`src/rtl/fir4_pkg.sv`:
```
package fir4_pkg;

  localparam int SAMPLE_W  = 8;
  localparam int COEF_W    = 16;
  localparam int FRAC_BITS = 17;
  localparam int NUM_TAPS  = 4;
  localparam int PROD_W    = COEF_W + SAMPLE_W;
  localparam int TRUNC_W   = PROD_W - FRAC_BITS;
  localparam int SUM_W     = TRUNC_W + 2;
  localparam int HIST_N    = NUM_TAPS - 1;

  localparam logic [COEF_W-1:0] TAP_WEIGHT [NUM_TAPS] = '{
    16'h8000, 16'h23B9, 16'h650B, 16'h2669
  };

  // Keep the high bits of a product and drop the fractional scaling.
  function automatic logic [TRUNC_W-1:0] trunc_product(input logic [PROD_W-1:0] p);
    return p[PROD_W-1 -: TRUNC_W];
  endfunction

  // Largest result the filter can produce: every tap sees a full-scale sample.
  function automatic int unsigned max_result();
    longint unsigned acc;
    longint unsigned full;
    acc  = 0;
    full = (64'd1 << SAMPLE_W) - 1;
    for (int i = 0; i < NUM_TAPS; i++)
      acc += (longint'(TAP_WEIGHT[i]) * full) >> FRAC_BITS;
    return int'(acc);
  endfunction

endpackage

```
`src/rtl/fir4_delay_line.sv`:
```
module fir4_delay_line #(
  parameter int WIDTH = 8,
  parameter int DEPTH = 3
) (
  input  logic                        clk,
  input  logic                        rst_n,
  input  logic                        shift_en,
  input  logic [WIDTH-1:0]            din,
  output logic [DEPTH-1:0][WIDTH-1:0] taps
);

  for (genvar s = 0; s < DEPTH; s++) begin : g_stage
    logic [WIDTH-1:0] stage_in;
    if (s == 0) begin : g_head
      assign stage_in = din;
    end else begin : g_body
      assign stage_in = taps[s-1];
    end

    always_ff @(posedge clk or negedge rst_n) begin
      if (!rst_n)
        taps[s] <= '0;
      else if (shift_en)
        taps[s] <= stage_in;
    end
  end

endmodule

```
`src/rtl/fir4_and_array_mult.sv`:
```
module fir4_and_array_mult #(
  parameter int A_W = 16,
  parameter int B_W = 8,
  parameter logic [A_W-1:0] WEIGHT = '0,
  localparam int P_W = A_W + B_W
) (
  input  logic [B_W-1:0] b,
  output logic [P_W-1:0] prod
);

  logic [P_W-1:0] row [B_W];
  logic [P_W-1:0] acc [B_W+1];

  assign acc[0] = '0;

  for (genvar k = 0; k < B_W; k++) begin : g_row
    // One row of partial products: each weight bit ANDed with sample bit k.
    logic [A_W-1:0] and_bits;
    assign and_bits   = WEIGHT & {A_W{b[k]}};
    assign row[k]     = P_W'(and_bits) << k;
    assign acc[k+1]   = acc[k] + row[k];
  end

  assign prod = acc[B_W];

endmodule

```
`src/rtl/fir4_ripple_adder.sv`:
```
module fir4_ripple_adder #(
  parameter int W = 7
) (
  input  logic [W-1:0] a,
  input  logic [W-1:0] b,
  output logic [W:0]   sum
);

  logic [W:0] carry;

  assign carry[0] = 1'b0;

  for (genvar i = 0; i < W; i++) begin : g_fa
    logic half;
    assign half       = a[i] ^ b[i];
    assign sum[i]     = half ^ carry[i];
    assign carry[i+1] = (a[i] & b[i]) | (half & carry[i]);
  end

  assign sum[W] = carry[W];

endmodule

```
`src/rtl/fir4_lowpass.sv`:
```
module fir4_lowpass
  import fir4_pkg::*;
(
  input  logic                clk,
  input  logic                rst_n,
  input  logic                in_valid,
  input  logic [SAMPLE_W-1:0] in_sample,
  output logic                out_valid,
  output logic [SUM_W-1:0]    out_sample
);

  // Named internal events, visible to the bound checker.
  logic                          sample_accept;
  logic [HIST_N-1:0][SAMPLE_W-1:0] history;
  logic [SAMPLE_W-1:0]           tap_in  [NUM_TAPS];
  logic [PROD_W-1:0]             tap_prod[NUM_TAPS];
  logic [TRUNC_W-1:0]            tap_term[NUM_TAPS];
  logic [TRUNC_W:0]              pair_lo;
  logic [TRUNC_W:0]              pair_hi;
  logic [SUM_W-1:0]              next_sum;

  assign sample_accept = in_valid;

  fir4_delay_line #(
    .WIDTH(SAMPLE_W),
    .DEPTH(HIST_N)
  ) u_hist (
    .clk     (clk),
    .rst_n   (rst_n),
    .shift_en(sample_accept),
    .din     (in_sample),
    .taps    (history)
  );

  for (genvar t = 0; t < NUM_TAPS; t++) begin : g_tap
    if (t == 0) begin : g_now
      assign tap_in[t] = in_sample;
    end else begin : g_old
      assign tap_in[t] = history[t-1];
    end

    fir4_and_array_mult #(
      .A_W   (COEF_W),
      .B_W   (SAMPLE_W),
      .WEIGHT(TAP_WEIGHT[t])
    ) u_mult (
      .b   (tap_in[t]),
      .prod(tap_prod[t])
    );

    assign tap_term[t] = trunc_product(tap_prod[t]);
  end

  fir4_ripple_adder #(.W(TRUNC_W)) u_add_lo (
    .a  (tap_term[0]),
    .b  (tap_term[1]),
    .sum(pair_lo)
  );

  fir4_ripple_adder #(.W(TRUNC_W)) u_add_hi (
    .a  (tap_term[2]),
    .b  (tap_term[3]),
    .sum(pair_hi)
  );

  fir4_ripple_adder #(.W(TRUNC_W+1)) u_add_out (
    .a  (pair_lo),
    .b  (pair_hi),
    .sum(next_sum)
  );

  always_ff @(posedge clk or negedge rst_n) begin
    if (!rst_n) begin
      out_valid  <= 1'b0;
      out_sample <= '0;
    end else begin
      out_valid <= sample_accept;
      if (sample_accept)
        out_sample <= next_sum;
    end
  end

endmodule

```
`config.mk`:
```
export PLATFORM = sky130hd
export DESIGN_NAME = fir4_lowpass
export DESIGN_NICKNAME = d
export VERILOG_FILES = /design/src/rtl/fir4_pkg.sv /design/src/rtl/fir4_delay_line.sv /design/src/rtl/fir4_and_array_mult.sv /design/src/rtl/fir4_ripple_adder.sv /design/src/rtl/fir4_lowpass.sv
export SDC_FILE = /design/constraint.sdc
export NUM_CORES = 1
export LEC_CHECK = 0
export BUFFER_PORTS_ARGS = -buffer_cell sky130_fd_sc_hd__buf_2
export CORE_ASPECT_RATIO = 0.75
export CORE_MARGIN = 4
export CORE_UTILIZATION = 45
export CTS_BUF_LIST = sky130_fd_sc_hd__clkbuf_2 sky130_fd_sc_hd__clkbuf_4 sky130_fd_sc_hd__clkbuf_8
export DETAILED_ROUTE_END_ITERATION = 16
export PLACE_DENSITY_LB_ADDON = 0.2
export SLEW_MARGIN = 20
export SYNTH_ARGS = -nofsm -noshare
export SYNTH_HDL_FRONTEND = slang
export SYNTH_SLANG_ARGS = --single-unit
export TNS_END_PERCENT = 20
```
`constraint.sdc`:
```
create_clock -name clk -period 14.44 [get_ports clk]
set_input_delay 1.444 -clock clk [delete_from_list [all_inputs] [get_ports clk]]
set_output_delay 1.444 -clock clk [all_outputs]
set_load 0.01 [all_outputs]
```
==> flow_summary.ini <==
[outcome]
status = complete, no violations

[worst_hold_path]
holdCritPathClass = flip-flop to flip-flop
hold_depth = 1

[power]
pwr-share-seq_pct = 13.2
switching_share_pct = 47.8
total_power_mw = 1.17
clkPwrFrac_pct = 7.6
power_frac_comb_pct = 79.2
p_sw_mw = 0.558
leakage_nw = 2.91
p_int_mw = 0.608
power_density_nw_per_um2 = 204
ir_drop_v = 0.000179

[cts]
cts_tree = done
cts.sinks = 34
h-tree-depth = 2
postCtsSetupRepairBufs = 0
clk_pin_slew_ns = 0.08
root_buffer = clkbuf_8
cts_resized = 0
worstSkewPairLatency_ns = 0.29
ctsHoldBuffers = 0
cts-buffers-inserted = 5
clk_path_buf_depth = 2

[placement]
dp.final_hpwl_um = 9340
place_inst = 678
postPlaceCellArea_sq_um = 5600
place.gp.congestion = 0.860
port_buffers = 20

[setup_path]
max_stage_delay_ns = 0.58
reg2reg_depth = 29
cp-start-kind = flip-flop
required_ns = 14.62
crit_path_end_kind = flip-flop
crit_slowest_cell = fa_1
arrival_ns = 8.19
crit_path_frequent_cell = fa_1
crit_fanout = 8
crit_type = flip-flop to flip-flop

[cells_and_area]
antenna_cells = 0
syn_to_final_growth_pct = 7.48
layout_commonest_cell = ha_1
fin_nets = 721
drive_above_1_share_pct = 9.35
stdcell_area_sq_um = 5720
fin_cells = 686
layout_common_cells = ha_1 (123), inv_1 (73), fa_1 (64)

[die]
die_width_um = 134
core-area_sq_um = 11600
io_pins = 21
die_y_um = 102
die_area_sq_um = 13600
start_util_pct = 46.0
rows = 34

[synth]
ys_seq_area_share_pct = 16.0
synth.net_count = 699
ys_seq_elements = 34
synth-edff-count = 0
synth_warnings = 0
netlist_area_sq_um = 5320
postSynthAreaPerCell_sq_um = 10.6
syn_inst = 501
ys_types = 41
postSynth.asyncResetShare_pct = 100
synthFlopType = dfrtp_1

[route]
drc = 0
wl_per_cell_um = 15.9
vias = 3611
routed_via_density = 5.26
wl_um = 10900
first_iter_violations = 180
ant_nets = 0
firstDrtPassIters = 4

[sta]
fin_crit_sh_pct = 55.5
setup_viol = 0
hold_violations = 0
max_freq_mhz = 125
layout_min_cycle_time_ns = 8.01
tightest_slew_ns = 0.877
finalClockSkew_ns = 0.00540
hold_slack_ns = 0.509
fin_setup_tns_ns = 0
slew_violations = 0
slew_headroom_pct = 41.5
rsz0062_at_grt = no

[global_route]
antenna_found_initial = 0
grt.total_usage_pct = 17.7
grt-ovfl-total = 0
grt_start_max_net_pins = 50
grt_pass1_wl_um = 19300
grt_pass1_vias = 3788

[job]
maxCapViolCount = 0
worst paths after layout:
kind,slack [ns],to,startpoint
min in group asynchronous,1.23,out_sample[6],rst_n
worst max-delay path,6.43,out_sample[7],u_hist.g_stage[1].stage_in[0]
worst max register to register,6.43,out_sample[7],u_hist.g_stage[1].stage_in[0]
max in group asynchronous,12.71,u_hist.g_stage[2].stage_in[7],rst_n
worst min-delay path,0.51,out_sample[2],out_sample[2]
worst min register to register,0.51,out_sample[2],out_sample[2]
per-layer routing:
metal,track usage [%],wire (um),vias to the layer above
met5,0,0,-
met4,1.19,21,0
met3,2.21,369,4
met2,27.0,4640,53
met1,28.1,5890,1794
li1,-,-,1760
power groups by stage:
stage	Combinational, mW	Sequential, mW	Clock (mW)
2_1_floorplan	0.665	0.153	0
3_5_place_dp	0.928	0.156	0
5_1_grt	1.08	0.159	0.0964
6_report	0.924	0.154	0.0892
4_1_cts	0.944	0.155	0.0918
3_3_place_gp	0.896	0.156	0
sequential cells by signal, summed over array words and instances, names as in the netlist:
| name | count |
|---|---|
| out_sample | 9 |
| u_hist.g_stage.stage_in | 16 |
| out_valid | 1 |
| u_hist.taps | 8 |
cell usage after synthesis, drive strengths merged, types with 11 or more instances:
| cell type | instances | area, sq um |
|---|---|---|
| a21oi | 24 | 124 |
| dfrtp | 34 | 851 |
| fa | 64 | 1280 |
| ha | 123 | 1540 |
| inv | 73 | 274 |
| mux2 | 18 | 203 |
| nand2 | 25 | 93.8 |
| nor2 | 11 | 41.3 |
| o21ai | 27 | 135 |
| xnor2 | 21 | 184 |
| xor2 | 13 | 114 |
logic make-up after synthesis:
kind of cell             count (synthesis)  synth area share [%]
multiplexers                            18                  3.81
AO/OA/AOI/OAI                           88                  10.5
flip-flops                              34                  16.0
buffers and inverters                   78                  5.50
XOR/XNOR                                34                  5.60
AND/OR/NAND/NOR                         62                  5.60
adder cells (fa/ha/maj)                187                  53.0
metrics by stage:
step           util, %  setup slack (ns)
2_1_floorplan        -              6.89
3_3_place_gp      48.4              6.61
3_5_place_dp      48.4              6.30
4_1_cts           49.4              6.36
5_1_grt           49.4              5.80
6_report          49.4              6.43
worst max-delay path, delay by kind of cell, from the launching register on:
family | cells | cell delay (ns)
xor gates and xnor gates | 2 | 0.35
and+or+nand+nor | 3 | 0.37
DFF | 1 | 0.51
AOI/OAI and AO/OA | 3 | 0.71
buffers and inverters | 5 | 0.25
muxes | 1 | 0.26
adders and majority gates | 15 | 5.42
layout make-up:
cell class              instances  area [sq um]
clock buffers                   5          68.8
clock inverters                 3          45.0
fillers                      1110          5850
inverters                      73           274
multi-input cells             389          4180
flip-flops and latches         34           851
well taps                     162           203
repair buffers                 20           100
(Power assumes the default switching activity.)
